==> config.mk <==
export PLATFORM = sky130hd
export DESIGN_NAME = lf_sweep_ctrl
export DESIGN_NICKNAME = d
export VERILOG_FILES = /design/src/rtl/lfs_pkg.sv /design/src/rtl/lfs_settle_timer.sv /design/src/rtl/lfs_avg_scale.sv /design/src/rtl/lfs_result_mem.sv /design/src/rtl/lf_sweep_ctrl.sv
export SDC_FILE = /design/constraint.sdc
export NUM_CORES = 2
export LEC_CHECK = 0
export BUFFER_PORTS_ARGS = -buffer_cell sky130_fd_sc_hd__buf_2
export CAP_MARGIN = 15
export CORE_AREA = 2 2 510 512
export DETAILED_ROUTE_END_ITERATION = 6
export DIE_AREA = 0 0 512 514
export HOLD_SLACK_MARGIN = 0.12
export SLEW_MARGIN = 20
export SYNTH_ARGS = -nofsm -noshare
export SYNTH_HDL_FRONTEND = slang
export SYNTH_SLANG_ARGS = --single-unit
==> constraint.sdc <==
create_clock -name clk -period 42.2 [get_ports clk]
set_clock_uncertainty 0.05 [all_clocks]
set_input_delay 2.11 -clock clk [delete_from_list [all_inputs] [get_ports clk]]
set_output_delay 2.11 -clock clk [all_outputs]
set_load 0.1 [all_outputs]
==> src/rtl/lfs_pkg.sv <==
package lfs_pkg;

    typedef enum logic [2:0] {
        ST_IDLE,
        ST_CLEAR,
        ST_APPLY,
        ST_SETTLE,
        ST_REQ,
        ST_WAIT,
        ST_STORE
    } lfs_state_e;

endpackage

==> src/rtl/lfs_settle_timer.sv <==
// Down-counter that measures the settle window after each divisor change.
module lfs_settle_timer #(
    parameter int unsigned TICKS = 20
) (
    input  logic clk,
    input  logic rst_n,
    input  logic load_i,
    output logic expired_o
);
    localparam int unsigned TMR_W = (TICKS < 2) ? 1 : $clog2(TICKS + 1);
    localparam logic [TMR_W-1:0] RELOAD = TMR_W'(TICKS - 1);

    logic [TMR_W-1:0] cnt_q;

    always_ff @(posedge clk or negedge rst_n) begin
        if (!rst_n) begin
            cnt_q <= '0;
        end else if (load_i) begin
            cnt_q <= RELOAD;
        end else if (cnt_q != '0) begin
            cnt_q <= cnt_q - 1'b1;
        end
    end

    assign expired_o = (cnt_q == '0) && !load_i;

endmodule

==> src/rtl/lfs_avg_scale.sv <==
// Sums a burst of conversion codes, then rounds, averages and scales the sum.
module lfs_avg_scale #(
    parameter int unsigned CODE_W      = 10,
    parameter int unsigned AVG_LOG2    = 5,
    parameter int unsigned SCALE_MUL   = 137500,
    parameter int unsigned SCALE_SHIFT = 18,
    parameter int unsigned OUT_W       = 8
) (
    input  logic              clk,
    input  logic              rst_n,
    input  logic              clr_i,
    input  logic              add_i,
    input  logic [CODE_W-1:0] code_i,
    output logic              last_o,
    output logic [OUT_W-1:0]  result_o
);
    localparam int unsigned SUM_W   = CODE_W + AVG_LOG2;
    localparam int unsigned AVG_W   = CODE_W + 1;
    localparam int unsigned MUL_W   = $clog2(SCALE_MUL + 1);
    localparam int unsigned PROD_W  = AVG_W + MUL_W;
    localparam int unsigned N_SAMP  = 1 << AVG_LOG2;
    localparam int unsigned RND     = (N_SAMP / 2) - 1;
    localparam logic [AVG_LOG2-1:0] CNT_LAST = AVG_LOG2'(N_SAMP - 1);

    logic [SUM_W-1:0]    sum_q;
    logic [AVG_LOG2-1:0] cnt_q;
    logic [SUM_W:0]      rounded;
    logic [AVG_W-1:0]    avg;
    logic [PROD_W-1:0]   prod;

    always_ff @(posedge clk or negedge rst_n) begin
        if (!rst_n) begin
            sum_q <= '0;
            cnt_q <= '0;
        end else if (clr_i) begin
            sum_q <= '0;
            cnt_q <= '0;
        end else if (add_i) begin
            sum_q <= sum_q + SUM_W'(code_i);
            cnt_q <= cnt_q + 1'b1;
        end
    end

    always_comb begin
        rounded  = {1'b0, sum_q} + (SUM_W + 1)'(RND);
        avg      = AVG_W'(rounded >> AVG_LOG2);
        prod     = PROD_W'(avg) * PROD_W'(SCALE_MUL);
        result_o = OUT_W'(prod >> SCALE_SHIFT);
    end

    assign last_o = (cnt_q == CNT_LAST);

endmodule

==> src/rtl/lfs_result_mem.sv <==
// Result storage indexed by divisor, one write port and one registered read port.
module lfs_result_mem #(
    parameter int unsigned ADDR_W = 8,
    parameter int unsigned DATA_W = 8
) (
    input  logic              clk,
    input  logic              we_i,
    input  logic [ADDR_W-1:0] waddr_i,
    input  logic [DATA_W-1:0] wdata_i,
    input  logic [ADDR_W-1:0] raddr_i,
    output logic [DATA_W-1:0] rdata_o
);
    localparam int unsigned DEPTH = 1 << ADDR_W;

    logic [DATA_W-1:0] mem [DEPTH];

    always_ff @(posedge clk) begin
        if (we_i) begin
            mem[waddr_i] <= wdata_i;
        end
        rdata_o <= mem[raddr_i];
    end

endmodule

==> src/rtl/lf_sweep_ctrl.sv <==
module lf_sweep_ctrl
    import lfs_pkg::*;
#(
    parameter int unsigned CLK_HZ      = 48_000_000,
    parameter int unsigned SETTLE_MS   = 20,
    parameter int unsigned DIV_W       = 8,
    parameter int unsigned DIV_FIRST   = 255,
    parameter int unsigned DIV_LAST    = 20,
    parameter int unsigned CODE_W      = 10,
    parameter int unsigned AVG_LOG2    = 5,
    parameter int unsigned SCALE_MUL   = 137500,
    parameter int unsigned SCALE_SHIFT = 18,
    parameter int unsigned RES_W       = 8
) (
    input  logic             clk,
    input  logic             rst_n,
    input  logic             start_i,
    output logic             busy_o,
    output logic             done_o,
    output logic [DIV_W-1:0] div_o,
    output logic             adc_start_o,
    input  logic             adc_done_i,
    input  logic [CODE_W-1:0] adc_code_i,
    input  logic [DIV_W-1:0] rd_addr_i,
    output logic [RES_W-1:0] rd_data_o
);
    localparam int unsigned SETTLE_TICKS = (CLK_HZ / 1000) * SETTLE_MS;
    localparam int unsigned DEPTH        = 1 << DIV_W;
    localparam logic [DIV_W-1:0] FIRST_V = DIV_W'(DIV_FIRST);
    localparam logic [DIV_W-1:0] LAST_V  = DIV_W'(DIV_LAST);
    localparam logic [DIV_W-1:0] CLR_END = DIV_W'(DEPTH - 1);

    lfs_state_e state_q, state_d;

    logic [DIV_W-1:0] div_q;
    logic [DIV_W-1:0] clr_q;
    logic             done_q;

    logic             tmr_load, tmr_expired;
    logic             acc_clr, acc_add, acc_last;
    logic [RES_W-1:0] acc_result;
    logic             mem_we;
    logic [DIV_W-1:0] mem_waddr;
    logic [RES_W-1:0] mem_wdata;

    // state register
    always_ff @(posedge clk or negedge rst_n) begin
        if (!rst_n) begin
            state_q <= ST_IDLE;
        end else begin
            state_q <= state_d;
        end
    end

    // next-state logic
    always_comb begin
        state_d = state_q;
        unique case (state_q)
            ST_IDLE: begin
                if (start_i) state_d = ST_CLEAR;
            end
            ST_CLEAR: begin
                if (clr_q == CLR_END) state_d = ST_APPLY;
            end
            ST_APPLY: begin
                state_d = ST_SETTLE;
            end
            ST_SETTLE: begin
                if (tmr_expired) state_d = ST_REQ;
            end
            ST_REQ: begin
                state_d = ST_WAIT;
            end
            ST_WAIT: begin
                if (adc_done_i) state_d = acc_last ? ST_STORE : ST_REQ;
            end
            ST_STORE: begin
                state_d = (div_q == LAST_V) ? ST_IDLE : ST_APPLY;
            end
            default: begin
                state_d = ST_IDLE;
            end
        endcase
    end

    // sweep datapath registers
    always_ff @(posedge clk or negedge rst_n) begin
        if (!rst_n) begin
            div_q  <= '0;
            clr_q  <= '0;
            done_q <= 1'b0;
        end else begin
            unique case (state_q)
                ST_IDLE: begin
                    clr_q <= '0;
                    if (start_i) done_q <= 1'b0;
                end
                ST_CLEAR: begin
                    clr_q <= clr_q + 1'b1;
                    if (clr_q == CLR_END) div_q <= FIRST_V;
                end
                ST_STORE: begin
                    if (div_q == LAST_V) begin
                        done_q <= 1'b1;
                    end else begin
                        div_q <= div_q - 1'b1;
                    end
                end
                default: begin
                end
            endcase
        end
    end

    // outputs and internal controls
    always_comb begin
        adc_start_o = (state_q == ST_REQ);
        tmr_load    = (state_q == ST_APPLY);
        acc_clr     = (state_q == ST_APPLY);
        acc_add     = (state_q == ST_WAIT) && adc_done_i;
        mem_we      = (state_q == ST_CLEAR) || (state_q == ST_STORE);
        mem_waddr   = (state_q == ST_CLEAR) ? clr_q : div_q;
        mem_wdata   = (state_q == ST_CLEAR) ? '0 : acc_result;
        busy_o      = (state_q != ST_IDLE);
        done_o      = done_q;
        div_o       = div_q;
    end

    lfs_settle_timer #(
        .TICKS (SETTLE_TICKS)
    ) u_timer (
        .clk       (clk),
        .rst_n     (rst_n),
        .load_i    (tmr_load),
        .expired_o (tmr_expired)
    );

    lfs_avg_scale #(
        .CODE_W      (CODE_W),
        .AVG_LOG2    (AVG_LOG2),
        .SCALE_MUL   (SCALE_MUL),
        .SCALE_SHIFT (SCALE_SHIFT),
        .OUT_W       (RES_W)
    ) u_avg (
        .clk      (clk),
        .rst_n    (rst_n),
        .clr_i    (acc_clr),
        .add_i    (acc_add),
        .code_i   (adc_code_i),
        .last_o   (acc_last),
        .result_o (acc_result)
    );

    lfs_result_mem #(
        .ADDR_W (DIV_W),
        .DATA_W (RES_W)
    ) u_mem (
        .clk     (clk),
        .we_i    (mem_we),
        .waddr_i (mem_waddr),
        .wdata_i (mem_wdata),
        .raddr_i (rd_addr_i),
        .rdata_o (rd_data_o)
    );

endmodule

# [Yosys cells after proc, flatten, opt, wreduce, memory -nomap -nowiden]
# Memories as Yosys holds them, arrays and structs flattened. A register that Yosys moved wholly into a read port is not among the register bits.
# Cells that the tools add are included.
[totals] register_bits=60 mem_bits_rw=2048 in_bits=22 elab_cells=70 mem_count=1
[mem_list] name="u_mem.mem" depth=256 width=8 read_ports=1 rd_ports_with_merged_regs=1 write_ports=1 line_no="lfs_result_mem.sv:15" text="logic [DATA_W-1:0] mem [DEPTH];"
[classes] n_addsub=6 multipliers=1 n_eq_ne=15 n_mux=24 reduce_logical=16
[op_table] operator="$mux 20" count=2
[op_table] operator="$mux 8" count=4
[op_table] operator="$pmux 8 s2" count=2
[op_table] operator="$mux 15" count=2
[op_table] operator="$mul 11x16->24 const B" count=1
[op_table] operator="$pmux 3 s7" count=1
[op_table] operator="$logic_not 20->1" count=1
[op_table] operator="$reduce_bool 20->1" count=1
[op_table] operator="$sub 20x1->20 const B" count=1
[op_table] operator="$add 15x4->16 const B" count=1
[op_table] operator="$add 15x10->15" count=1
[op_table] operator="$mux 3" count=4
[op_table] operator="$ne 2x2->1 const B" count=6
[op_table] operator="$mux 5" count=2
[op_table] operator="$reduce_bool 2->1" count=5
[op_table] operator="$eq 3x3->1 const B" count=3
[op_table] operator="$add 8x1->8 const B" count=1
[op_table] operator="$eq 8x5->1 const B" count=1
[op_table] operator="$eq 8x8->1 const B" count=1
[op_table] operator="$sub 8x1->8 const B" count=1
[op_table] operator="$eq 3x2->1 const B" count=2
[op_table] operator="$reduce_and 3->1" count=2
[op_table] operator="$add 5x1->5 const B" count=1
[op_table] operator="$eq 5x5->1 const B" count=1
[op_table] operator="10 further kinds" count=15

# [Logic depth before layout (Yosys ltp)]
[depth] depth_word=5 ltp_mapped=23

# [By module]
# Synthesis repeated with hierarchy kept, for this count alone.
[unflattened] cells_unflattened=4438 hier_area_um2=86028.8
[modules_own_cells] module="lfs_result_mem" instances=1 cells_per_inst=3733 area_each_um2=79556.3 seq_area_each_um2=61659.1
[modules_own_cells] module="lfs_avg_scale" instances=1 cells_per_inst=416 area_each_um2=3846.2 seq_area_each_um2=500.5
[modules_own_cells] module="lf_sweep_ctrl" instances=1 cells_per_inst=161 area_each_um2=1360.1 seq_area_each_um2=500.5
[modules_own_cells] module="lfs_settle_timer" instances=1 cells_per_inst=128 area_each_um2=1266.2 seq_area_each_um2=500.5

# [Least setup slack after synthesis]
# Ideal clock, no wire load.
[synth_path] path_type="register -> register" startpoint="reg u_avg.sum_q[2]" endpoint="mem u_mem.mem[0][4] (data pin)" arrival_time_ps=18792 setup_slack_ps=20552 stages_incl_launch_ff=21 n_path_buf=0 period_less_slack_ps=21648 cell_sequence="dfrtp_1 o41a_1 nand4_1 nor4_1 xor2_1 inv_1 fa_1 inv_1 fa_1 fa_1 inv_1 fa_1 inv_1 fa_1 ha_1 nand4_1 nor4_1 a22oi_1 o21ai_0 a311oi_1 nor4_1"
[synth_via] elab_chain_cells=3
[synth_lines] element="start: declaration" line_no="lfs_avg_scale.sv:25" text="logic [SUM_W-1:0] sum_q;"
[synth_lines] element="start signal: assignment" line_no="lfs_avg_scale.sv:39" text="sum_q <= sum_q + SUM_W'(code_i);"
[synth_lines] element="$add 15x4->16" line_no="lfs_avg_scale.sv:45" text="rounded = {1'b0, sum_q} + (SUM_W + 1)'(RND);"
[synth_lines] element="$mul 11x16->24" line_no="lfs_avg_scale.sv:47" text="prod = PROD_W'(avg) * PROD_W'(SCALE_MUL);"
[synth_lines] element="$mux 8" line_no="lf_sweep_ctrl.sv:123" text="mem_wdata = (state_q == ST_CLEAR) ? '0 : acc_result;"
[synth_lines] element="named net mem_wdata[4]" line_no="lf_sweep_ctrl.sv:44" text="logic [RES_W-1:0] mem_wdata;"
[synth_lines] element="end: declaration" line_no="lfs_result_mem.sv:15"
# The timed path passes the listed nets, and every way through them passes these cells.

# [Worst setup path after layout]
[layout_path] startpoint="reg u_avg.sum_q[3]" endpoint="mem u_mem.mem[201][2] (data pin)"
# The elaborated chain is that of the path after synthesis.

==> impl_metrics.toml <==
[power_and_ir_drop]
p_comb_share_pct = 6.1
p_clk_share_pct = 40.0
max-vdd-ir-drop_mv = 0.0423
p_int_mw = 3.30
p_seq_share_pct = 53.9
p_sw_uw = 973
switching_share_pct = 22.8
power_density_mw_per_mm2 = 44.9
p_leak_nw = 32.3

[critical_path]
arrival_ns = 9.64
cp-start-kind = "flop"
path_cells = "o41a_1 > nand4_1 > nor4_1 > xor2_1 > inv_1 > fa_1 > inv_1 > fa_1 > fa_1 > inv_1 > fa_1 > inv_1 > fa_1 > ha_1 > nand4_1 > nor4_1 > a22oi_1 > o21ai_0 > xnor2_1 > nor2_4 > buf_4 > buf_4 > buf_4"
reg2reg_slack_ns = 32.99
cpMostUsedCell = "fa_1"
endpoint = "u_mem.mem[201][2]$_DFFE_PP_"
max_stage_delay_ns = 0.82
endpoint_kind = "flop"
worstReg2RegStart = "u_avg.sum_q[3]$_DFFE_PN0P_"
cp_max_fo = 90
cp.required_ns = 42.63
ff2ff_path_depth = 23
cpMaxStageDelayCell = "buf_4"
critPathLaunch = "u_avg.sum_q[3]$_DFFE_PN0P_"
r2r-end = "u_mem.mem[201][2]$_DFFE_PP_"
crit_type = "flop to flop"

[synthesis]
synth.top_cell.area_share_pct = 72.5
synth.most_common_cell = "edfxtp_1"
synth.area.top_cells = "edfxtp_1 (73%), mux4_2 (13%), dfrtp_1 (1.8%)"
synth_flop_cell = "edfxtp_1"
synth.net_count = 4411
synth_cells = 4266
synthArstFlopShare_pct = 2.84
ys_ff_latch = 2116
yosysUniqueCellTypes = 67
avgSynthCellArea_um2 = 19.9
synth-seq-area-share_pct = 74.5
syn_area_mm2 = 0.0848
synth_common_cells = "edfxtp_1 (2,048), mux4_2 (504), nor2_1 (321)"
synth_top_cell_by_area = "edfxtp_1"
yosysWarnings = 0
synth-edff-count = 2048

[drt]
viasPerCell = 5.22
drtPass1Iterations = 7
drc = 0
drt_iter0_drc = 4075
drt_wl_total_um = 199000
avgRoutedWirePerCell_um = 25.2
ant_nets = 0
vias = 41250

[sta]
maxSlewViolCount = 0
hold_violations = 0
finalSetupViolCount = 0
timing.final.crit_share_pct = 21.8
fmax_ghz = 0.109
max_slew_margin_pct = 16.9
period_needed_ns = 9.21
finalSetupTns_ns = 0
tightest_slew_ns = 1.25
fin_hold_ws_ns = 0.464
rsz0062_at_grt = "false"

[hold_path]
hold_path_class = "flop to flop"

[clock_tree]
clockBufferDepth = 3
cts_setup_buffers = 0
tritoncts = "built"
cts_buffers = 204
htreeDepth = 4
cts.clk_slew.worst_paths_ns = 0.06
root_buffer = "clkbuf_16"
clk_latency_ns = 0.82
holdBufCountCts = 0
ctsResizeCount = 0
clock-sinks = 2116

[grt]
grt_overflow_total = 0
grt_pass1_wl_um = 293000
grt_pass1_vias = 42373
antenna_found_initial = 5
track_usage_pct = 14.9
grt_max_degree = 257

[die]
dieArea_mm2 = 0.263
boundaryPins = 41
core_area_mm2 = 0.258
rows = 187
die_h_um = 514
chipWidth_um = 512
start_util_pct = 32.9

[status]
outcome = "complete, no violations"

[place]
dpl.hpwl_um = 119000
port_buffers = 40
gp_congestion = 0.796

[layout]
n_fill_cell = 23359
drive_above_1_share_pct = 20.4
nets = 4482
syn_to_final_growth_pct = 12.2
utilization_pct = 36.9

[flow_run]
maxCapViolCount = 0
## per-stage QoR
stage	power [mW]	instances	setup slack [ns]	cell area [um^2]
3_3_place_gp	2.61	7531	33.18	88900
3_5_place_dp	2.61	7531	32.97	88900
5_1_grt	4.40	7907	32.27	95200
6_report	4.27	7907	32.99	95200
4_1_cts	4.31	7904	32.94	95100
2_1_floorplan	2.51	4266	20.55	84800
## critical path, delay by kind of cell, from the launching register on
kind            cells  cell delay (ns)
compound gates      3             0.90
simple gates        5             1.26
flops               1             0.38
buf+inv             7             2.61
fa+ha+maj           6             2.63
xor+xnor            2             0.78
## cells in the final DEF, fill, tap and decap left out, types with 17 or more instances in the layout
cell type and count:
nand4_1 17, buf_4 66, o221ai_1 28, a21oi_1 60, xnor2_1 23, nor3_1 30, a22oi_1 81, ha_1 95
clkbuf_1 41, dfrtp_1 60, clkinv_2 38, a22o_1 23, o22ai_1 28, nor2_1 315, fa_1 28, clkbuf_16 205
edfxtp_1 2048, inv_1 64, mux4_2 504, a211oi_1 29, nand3_1 42, buf_2 36, mux2i_1 136, clkinv_1 62
xor2_1 26, o21ai_0 57, nand2_1 131
## power by group through the flow
stage / sequential [mW] / clock (mW) / combinational (mW)
floorplan: 2.35 / 0 / 0.161
global placement: 2.35 / 0 / 0.259
detailed placement: 2.35 / 0 / 0.261
CTS: 2.30 / 1.74 / 0.261
global route: 2.30 / 1.82 / 0.274
finish: 2.30 / 1.71 / 0.260
## worst min-delay path by stage
stage	slack (ns)	endpoint	start	cells past startpoint
2_1_floorplan	0.42	u_avg.cnt_q[4]$_DFFE_PN0P_	u_avg.cnt_q[4]$_DFFE_PN0P_	1
3_3_place_gp	0.44	u_avg.cnt_q[4]$_DFFE_PN0P_	u_avg.cnt_q[4]$_DFFE_PN0P_	1
3_5_place_dp	0.45	u_avg.cnt_q[4]$_DFFE_PN0P_	u_avg.cnt_q[4]$_DFFE_PN0P_	1
4_1_cts	0.46	u_avg.cnt_q[4]$_DFFE_PN0P_	u_avg.cnt_q[4]$_DFFE_PN0P_	1
5_1_grt	0.49	u_avg.cnt_q[4]$_DFFE_PN0P_	u_avg.cnt_q[4]$_DFFE_PN0P_	1
6_report	0.46	u_avg.cnt_q[4]$_DFFE_PN0P_	u_avg.cnt_q[4]$_DFFE_PN0P_	1
## final cells by class
| class | instances | area, um^2 | share of cell area, % |
|---|---|---|---|
| Antenna cell | 1 | 2.50 | 0.00263 |
| Clock buffer | 248 | 5310 | 5.58 |
| Clock inverter | 125 | 887 | 0.932 |
| Inverter | 65 | 244 | 0.256 |
| Multi-Input combinational cell | 1839 | 20500 | 21.5 |
| Sequential cell | 2116 | 63200 | 66.4 |
| Tap cell | 3402 | 4260 | 4.47 |
| Timing Repair Buffer | 111 | 843 | 0.886 |
## sequential cells by signal, summed over array words and instances (netlist names)
register and flops:
u_avg.sum_q 15, div_o 8, clr_q 8, u_mem.mem 2048, done_o 1, state_q 3
u_avg.cnt_q 5, u_mem.rdata_o 8, u_timer.cnt_q 20
## per-layer routing
layer  track usage, %  up-vias  wire length [um]
met4             4.28        0              5310
met3             2.77      312             12300
li1                 -    17616                 -
met5                0        -                 0
met1             20.2    22017             84300
met2             24.5     1305             97300
## cells by family (layout without fill, tap and decap cells)
| logic type | Yosys count | after routing | synth area share, % |
|---|---|---|---|
| AOI/OAI and AO/OA | 378 | 378 | 3.06 |
| xor gates and xnor gates | 49 | 49 | 0.506 |
| adders and majority gates | 123 | 123 | 2.06 |
| buffers and inverters | 311 | 549 | 1.52 |
| DFF | 2116 | 2116 | 74.5 |
| muxes | 641 | 641 | 15.0 |
| other | 0 | 1 | 0 |
| and+or+nand+nor | 648 | 648 | 3.39 |
No activity file was read; power rests on OpenSTA's default activity.
